[config.mk]
export PLATFORM = sky130hd
export DESIGN_NAME = acc8_core
export DESIGN_NICKNAME = d
export VERILOG_FILES = /design/src/rtl/acc8_core_pkg.sv /design/src/rtl/acc8_core_decode.sv /design/src/rtl/acc8_core_alu.sv /design/src/rtl/acc8_core.sv
export SDC_FILE = /design/constraint.sdc
export NUM_CORES = 1
export LEC_CHECK = 0
export ABC_AREA = 0
export BUFFER_PORTS_ARGS = -buffer_cell sky130_fd_sc_hd__clkbuf_2
export CAP_MARGIN = 15
export CORE_UTILIZATION = 57
export CTS_CLUSTER_DIAMETER = 200
export DETAILED_ROUTE_END_ITERATION = 8
export GPL_TIMING_DRIVEN = 0
export HOLD_SLACK_MARGIN = 0.1
export PLACE_DENSITY_LB_ADDON = 0.1
export SLEW_MARGIN = 25
export SYNTH_ARGS = -nofsm -noshare
export SYNTH_HDL_FRONTEND = slang
export SYNTH_HIERARCHICAL = 1
export SYNTH_SLANG_ARGS = --single-unit
[constraint.sdc]
create_clock -name clk -period 3.95 [get_ports clk]
set_clock_uncertainty 0.1 [all_clocks]
set_input_delay 0.1975 -clock clk [delete_from_list [all_inputs] [get_ports clk]]
set_output_delay 0.1975 -clock clk [all_outputs]
set_load 0.02 [all_outputs]
[src/rtl/acc8_core_pkg.sv]
package acc8_core_pkg;

    typedef enum logic [2:0] {
        ST_OP_REQ,
        ST_OP_CAP,
        ST_ARG_REQ,
        ST_ARG_CAP,
        ST_EXEC,
        ST_RD_CAP,
        ST_HALT
    } seq_e;

    typedef enum logic [2:0] {
        K_CLR,
        K_LD_IMM,
        K_SUB_IMM,
        K_LD_ABS,
        K_ST_ABS,
        K_BAD
    } kind_e;

    localparam int unsigned FLAG_N = 3;
    localparam int unsigned FLAG_Z = 2;
    localparam int unsigned FLAG_V = 1;
    localparam int unsigned FLAG_C = 0;

    localparam logic [7:0] OPC_CLR     = 8'h4F;
    localparam logic [7:0] OPC_LD_IMM  = 8'h86;
    localparam logic [7:0] OPC_SUB_IMM = 8'h80;
    localparam logic [7:0] OPC_LD_ABS  = 8'hB6;
    localparam logic [7:0] OPC_ST_ABS  = 8'hB7;

    localparam int unsigned N_PREFIX = 3;
    localparam logic [7:0] PREFIX_TAB [N_PREFIX] = '{8'h18, 8'h1A, 8'hCD};

endpackage

[src/rtl/acc8_core_decode.sv]
module acc8_core_decode
    import acc8_core_pkg::*;
#(
    parameter int unsigned DATA_W   = 8,
    parameter int unsigned EXT_ARGS = 2,
    parameter int unsigned CNT_W    = 2
) (
    input  logic [DATA_W-1:0] opcode,
    input  logic              page_ext,
    output logic              is_prefix,
    output logic              legal,
    output kind_e             kind,
    output logic [CNT_W-1:0]  n_args
);

    logic [N_PREFIX-1:0] hit;

    generate
        for (genvar i = 0; i < N_PREFIX; i++) begin : g_prefix
            assign hit[i] = (opcode == DATA_W'(PREFIX_TAB[i]));
        end
    endgenerate

    assign is_prefix = |hit;

    always_comb begin
        kind   = K_BAD;
        legal  = 1'b0;
        n_args = '0;
        if (!page_ext) begin
            if (opcode == DATA_W'(OPC_CLR)) begin
                kind  = K_CLR;
                legal = 1'b1;
            end else if (opcode == DATA_W'(OPC_LD_IMM)) begin
                kind   = K_LD_IMM;
                legal  = 1'b1;
                n_args = CNT_W'(1);
            end else if (opcode == DATA_W'(OPC_SUB_IMM)) begin
                kind   = K_SUB_IMM;
                legal  = 1'b1;
                n_args = CNT_W'(1);
            end else if (opcode == DATA_W'(OPC_LD_ABS)) begin
                kind   = K_LD_ABS;
                legal  = 1'b1;
                n_args = CNT_W'(EXT_ARGS);
            end else if (opcode == DATA_W'(OPC_ST_ABS)) begin
                kind   = K_ST_ABS;
                legal  = 1'b1;
                n_args = CNT_W'(EXT_ARGS);
            end
        end
    end

endmodule

[src/rtl/acc8_core_alu.sv]
module acc8_core_alu
    import acc8_core_pkg::*;
#(
    parameter int unsigned DATA_W = 8
) (
    input  kind_e             kind,
    input  logic [DATA_W-1:0] acc_in,
    input  logic [DATA_W-1:0] opnd,
    input  logic [3:0]        flags_in,
    output logic [DATA_W-1:0] acc_out,
    output logic [3:0]        flags_out
);

    logic [DATA_W:0] diff;

    assign diff = {1'b0, acc_in} - {1'b0, opnd};

    always_comb begin
        acc_out   = acc_in;
        flags_out = flags_in;
        unique case (kind)
            K_CLR: begin
                acc_out   = '0;
                flags_out = '0;
                flags_out[FLAG_Z] = 1'b1;
            end
            K_LD_IMM, K_LD_ABS: begin
                acc_out = opnd;
                flags_out[FLAG_N] = opnd[DATA_W-1];
                flags_out[FLAG_Z] = (opnd == '0);
                flags_out[FLAG_V] = 1'b0;
            end
            K_SUB_IMM: begin
                acc_out = diff[DATA_W-1:0];
                flags_out[FLAG_N] = diff[DATA_W-1];
                flags_out[FLAG_Z] = (diff[DATA_W-1:0] == '0);
                flags_out[FLAG_V] = (acc_in[DATA_W-1] ^ opnd[DATA_W-1])
                                  & (acc_in[DATA_W-1] ^ diff[DATA_W-1]);
                flags_out[FLAG_C] = diff[DATA_W];
            end
            K_ST_ABS: begin
                flags_out[FLAG_N] = acc_in[DATA_W-1];
                flags_out[FLAG_Z] = (acc_in == '0);
                flags_out[FLAG_V] = 1'b0;
            end
            default: begin
                acc_out   = acc_in;
                flags_out = flags_in;
            end
        endcase
    end

endmodule

[src/rtl/acc8_core.sv]
module acc8_core
    import acc8_core_pkg::*;
#(
    parameter int unsigned ADDR_W   = 16,
    parameter int unsigned DATA_W   = 8,
    parameter logic [15:0] START_PC = 16'hE000
) (
    input  logic              clk,
    input  logic              rst_n,
    output logic [ADDR_W-1:0] mem_addr,
    input  logic [DATA_W-1:0] mem_rdata,
    output logic [DATA_W-1:0] mem_wdata,
    output logic              mem_we,
    output logic [DATA_W-1:0] acc,
    output logic [3:0]        flags,
    output logic [ADDR_W-1:0] pc,
    output logic              retire,
    output logic              halted
);

    localparam int unsigned EXT_ARGS = ADDR_W / DATA_W;
    localparam int unsigned CNT_W    = $clog2(EXT_ARGS + 1);

    typedef struct packed {
        seq_e              st;
        logic [ADDR_W-1:0] pc;
        logic [DATA_W-1:0] a;
        logic [3:0]        f;
        kind_e             kind;
        logic              pre;
        logic [CNT_W-1:0]  left;
        logic [ADDR_W-1:0] arg;
        logic              retire;
    } regs_t;

    regs_t q, d;

    logic              dec_prefix;
    logic              dec_legal;
    kind_e             dec_kind;
    logic [CNT_W-1:0]  dec_nargs;
    logic [DATA_W-1:0] alu_opnd;
    logic [DATA_W-1:0] alu_acc;
    logic [3:0]        alu_flags;

    acc8_core_decode #(
        .DATA_W   (DATA_W),
        .EXT_ARGS (EXT_ARGS),
        .CNT_W    (CNT_W)
    ) u_decode (
        .opcode    (mem_rdata),
        .page_ext  (q.pre),
        .is_prefix (dec_prefix),
        .legal     (dec_legal),
        .kind      (dec_kind),
        .n_args    (dec_nargs)
    );

    assign alu_opnd = (q.st == ST_RD_CAP) ? mem_rdata : q.arg[DATA_W-1:0];

    acc8_core_alu #(
        .DATA_W (DATA_W)
    ) u_alu (
        .kind      (q.kind),
        .acc_in    (q.a),
        .opnd      (alu_opnd),
        .flags_in  (q.f),
        .acc_out   (alu_acc),
        .flags_out (alu_flags)
    );

    always_comb begin
        d         = q;
        d.retire  = 1'b0;
        mem_addr  = q.pc;
        mem_wdata = q.a;
        mem_we    = 1'b0;
        unique case (q.st)
            ST_OP_REQ: begin
                d.pc = q.pc + ADDR_W'(1);
                d.st = ST_OP_CAP;
            end
            ST_OP_CAP: begin
                if (!q.pre && dec_prefix) begin
                    d.pre = 1'b1;
                    d.st  = ST_OP_REQ;
                end else if (!dec_legal) begin
                    d.st = ST_HALT;
                end else begin
                    d.pre  = 1'b0;
                    d.kind = dec_kind;
                    d.left = dec_nargs;
                    d.arg  = '0;
                    d.st   = (dec_nargs == '0) ? ST_EXEC : ST_ARG_REQ;
                end
            end
            ST_ARG_REQ: begin
                d.pc = q.pc + ADDR_W'(1);
                d.st = ST_ARG_CAP;
            end
            ST_ARG_CAP: begin
                d.arg  = {q.arg[ADDR_W-DATA_W-1:0], mem_rdata};
                d.left = q.left - CNT_W'(1);
                d.st   = (q.left == CNT_W'(1)) ? ST_EXEC : ST_ARG_REQ;
            end
            ST_EXEC: begin
                if (q.kind == K_LD_ABS) begin
                    mem_addr = q.arg;
                    d.st     = ST_RD_CAP;
                end else begin
                    if (q.kind == K_ST_ABS) begin
                        mem_addr = q.arg;
                        mem_we   = 1'b1;
                    end
                    d.a      = alu_acc;
                    d.f      = alu_flags;
                    d.retire = 1'b1;
                    d.st     = ST_OP_REQ;
                end
            end
            ST_RD_CAP: begin
                d.a      = alu_acc;
                d.f      = alu_flags;
                d.retire = 1'b1;
                d.st     = ST_OP_REQ;
            end
            default: begin
                d.st = ST_HALT;
            end
        endcase
    end

    always_ff @(posedge clk or negedge rst_n) begin
        if (!rst_n) begin
            q.st     <= ST_OP_REQ;
            q.pc     <= ADDR_W'(START_PC);
            q.a      <= '0;
            q.f      <= '0;
            q.kind   <= K_BAD;
            q.pre    <= 1'b0;
            q.left   <= '0;
            q.arg    <= '0;
            q.retire <= 1'b0;
        end else begin
            q <= d;
        end
    end

    assign acc    = q.a;
    assign flags  = q.f;
    assign pc     = q.pc;
    assign retire = q.retire;
    assign halted = (q.st == ST_HALT);

endmodule

==> flow_summary.yaml <==
status:
  status: "complete, no violations"
timing:
  max-slew-margin-rel: 0.501
  rsz0062_at_grt: "false"
  finalSetupTns_ns: 0
  clock.fmax_ghz: 0.282
  setup_viol: 0
  tightest_slew_ns: 0.748
  finalCritPeriodShare: 0.897
  hold_slack_ns: 0.123
  hold_violations: 0
  min_period_ns: 3.54
  drv_slew: 0
  fin_ws_ns: 0.408
setup_path:
  crit_buf_inv: 1
  crit_cells: 13
  crit_type: "register to register"
  cp_data_arrival_time_ns: 3.64
  crit_slowest_cell: "dfrtp_1"
  reg2reg_slack_ns: 0.41
  crit_chain: "nor2b_1 > nand2_1 > mux2_2 > ha_1 > inv_1 > fa_1 > and3_1 > o21ai_1 > a21oi_1 > a211oi_1 > a21oi_1 > a21boi_2 > mux2_2"
  critPathMaxFanout: 8
  cp-end-kind: "register"
  start_kind: "register"
  r2r-end: "flags[2]"
  crit_end: "flags[2]"
  crit_family: "compound AO/OA/AOI/OAI gates"
  worstRegToRegCells: 13
  cp-startpoint: "q[53]"
  reg2reg_from: "q[53]"
  max_stage_delay_ns: 0.58
  cp.required_ns: 4.05
power:
  p_switching_mw: 1.21
  power_frac_comb: 0.544
  pwr-share-seq: 0.335
  ir_drop_v: 0.000373
  powerDensity_nw_per_um2: 651
  p_clk_frac: 0.121
  p_leak_nw: 2.07
  finalPower_mw: 2.76
  p_int_mw: 1.55
  swShare: 0.439
final_layout:
  final_cell_area_sq_um: 4240
  multi_input_area_sq_um: 1960
  drive_above_1_share: 0.392
  finalNonFillerCells: 523
  fillers: 517
  area_delta_synth_final_pct: 14.2
  layout.cells.most_common: "clkbuf_2"
  antenna_cells: 0
  fin_util: 0.671
  fin_nets: 467
  regArea_sq_um: 1360
  final_cell_mix: "clkbuf_2, dfrtp_1, mux2_2"
synth:
  synth_cells: 373
  synth_area_sq_um: 3710
  syn_avg_cell_area_sq_um: 9.95
  ys_ff_latch: 54
  synth_enable_flop_cells: 0
  ys_async_sr_fraction: 1.00
  synth_warnings: 6
  synth_flop_cell: "dfrtp_1"
  synth.net_count: 395
  yosysUniqueCellTypes: 61
  yosysSeqAreaShare: 0.366
placed_design:
  dp_cells: 514
  post_dp_cell_area_sq_um: 4130
  gp_congestion: 0.873
  hpwl_mm: 6.06
  port-buffer-count: 64
  dpl_worst_slack_ns: 0.470
drt:
  drc: 0
  num_vias: 3068
  ant_nets: 0
  drtIter0Drc: 176
  first_pass_iters: 4
  avgRoutedWirePerCell_um: 15.5
  drt_wl_total_mm: 8.12
  vias_per_cell: 5.87
floorplanning:
  row_count: 29
  start_util: 0.588
  fp.dieH_um: 82.7
  ios: 65
  die-area_sq_um: 6840
  die_w_um: 82.7
  core-area_sq_um: 6310
grt:
  grt_max_degree: 55
  grt_usage: 0.248
  antenna_found_initial: 0
  grt_pass1_vias: 2649
  grt_pass1_wl_mm: 12.7
  overflow: 0
clock_network:
  numCtsBuffers: 5
  htree_num_levels: 2
  root_buffer: "clkbuf_8"
  clk_latency_ns: 0.31
  cts.sinks: 54
  clkTransAtPathRegs_ns: 0.10
  clock_path_buffers: 2
  cts_tree: "done"
job:
  drv_cap: 0
worst_hold_path:
  whs_path_depth: 2
  min_path_type: "input port to register"
==> repair_timing <==
item,in CTS,in global routing
hold endpoints to repair,49,0
resized for setup,0,0
setup buffers,0,0
hold buffers,1,0
==> worst min path at each step <==
stage / end / slack, ns / startpoint
after global placement: q[16] / 0.39 / q[16]
final: q[6] / 0.12 / mem_rdata[5]
after CTS: q[6] / 0.10 / mem_rdata[5]
after global routing: q[6] / 0.11 / mem_rdata[5]
after detailed placement: pc[12] / 0.24 / rst_n
after floorplan: acc[0] / -0.20 / rst_n
==> logic make-up (layout without fill, tap and decap cells) <==
group / count (synthesis) / count (layout) / share of synthesized area
compound gates: 65 / 65 / 0.135
xor+xnor: 22 / 22 / 0.0519
simple gates: 114 / 114 / 0.168
flops: 54 / 54 / 0.366
buf+inv: 63 / 136 / 0.107
mux: 43 / 43 / 0.130
fa+ha+maj: 12 / 12 / 0.0425
==> power groups by stage <==
stage / sequential (mW) / clock, mW / combinational, mW
after global routing: 0.948 / 0.365 / 1.66
after global placement: 0.925 / 0 / 1.44
after floorplan: 0.855 / 0 / 1.18
after CTS: 0.918 / 0.345 / 1.49
final: 0.922 / 0.334 / 1.50
after detailed placement: 0.928 / 0 / 1.48
==> Yosys cell counts (2+ instances only) <==
library cell,n,area (sq um)
dfrtp_1,49,1230
mux2_2,40,450
buf_4,37,278
nand2_1,30,113
nor2_1,28,105
a22o_1,17,149
inv_1,16,60.1
xnor2_1,13,114
ha_1,11,138
nand3_1,10,50.1
xor2_1,9,78.8
o21ai_0,8,40.0
a21oi_1,7,35.0
nor3_1,6,30.0
buf_2,5,25.0
dfstp_2,5,131
a21o_1,4,30.0
a31oi_1,4,25.0
and3_1,4,25.0
nand4_1,4,25.0
nor4_1,4,25.0
o31ai_1,4,30.0
a22oi_1,3,22.5
clkbuf_1,3,11.3
mux2i_1,3,30.0
nor2b_1,3,18.8
a221oi_1,2,17.5
and2_1,2,12.5
and4_1,2,17.5
and4b_2,2,22.5
buf_6,2,22.5
nor4b_1,2,17.5
o2111ai_1,2,17.5
o211ai_1,2,15.0
o21ai_1,2,10.0
o221ai_1,2,17.5
or2_1,2,12.5
==> routing by layer <==
| metal | global-route usage | vias to the layer above | wire (um) |
|---|---|---|---|
| li1 | - | 1450 | - |
| met1 | 0.337 | 1490 | 3670 |
| met2 | 0.404 | 114 | 3870 |
| met3 | 0.0396 | 14 | 428 |
| met4 | 0.0793 | 0 | 150 |
| met5 | 0 | - | 0 |
==> area by class of cell <==
cell class	instances	area share
clock buffers	6	0.0195
well taps	77	0.0227
flip-flops and latches	54	0.320
inverters	16	0.0142
multi-input cells	256	0.461
clock inverters	2	0.00384
plain buffers	47	0.0794
repair buffers	65	0.0785
==> state kept, by name (all words and copies together), names as in the netlist <==
signal,count
pc,16
acc,8
retire,1
flags,4
q,25
==> worst register-to-register path, delay by kind of cell, from the launching register on <==
family / cells / cell delay (ns)
and+or+nand+nor: 3 / 0.62
adders and majority gates: 2 / 0.55
muxes: 2 / 0.62
AOI/OAI and AO/OA: 5 / 0.90
DFF: 1 / 0.58
buffers and inverters: 1 / 0.05
(Power assumes the default switching activity.)
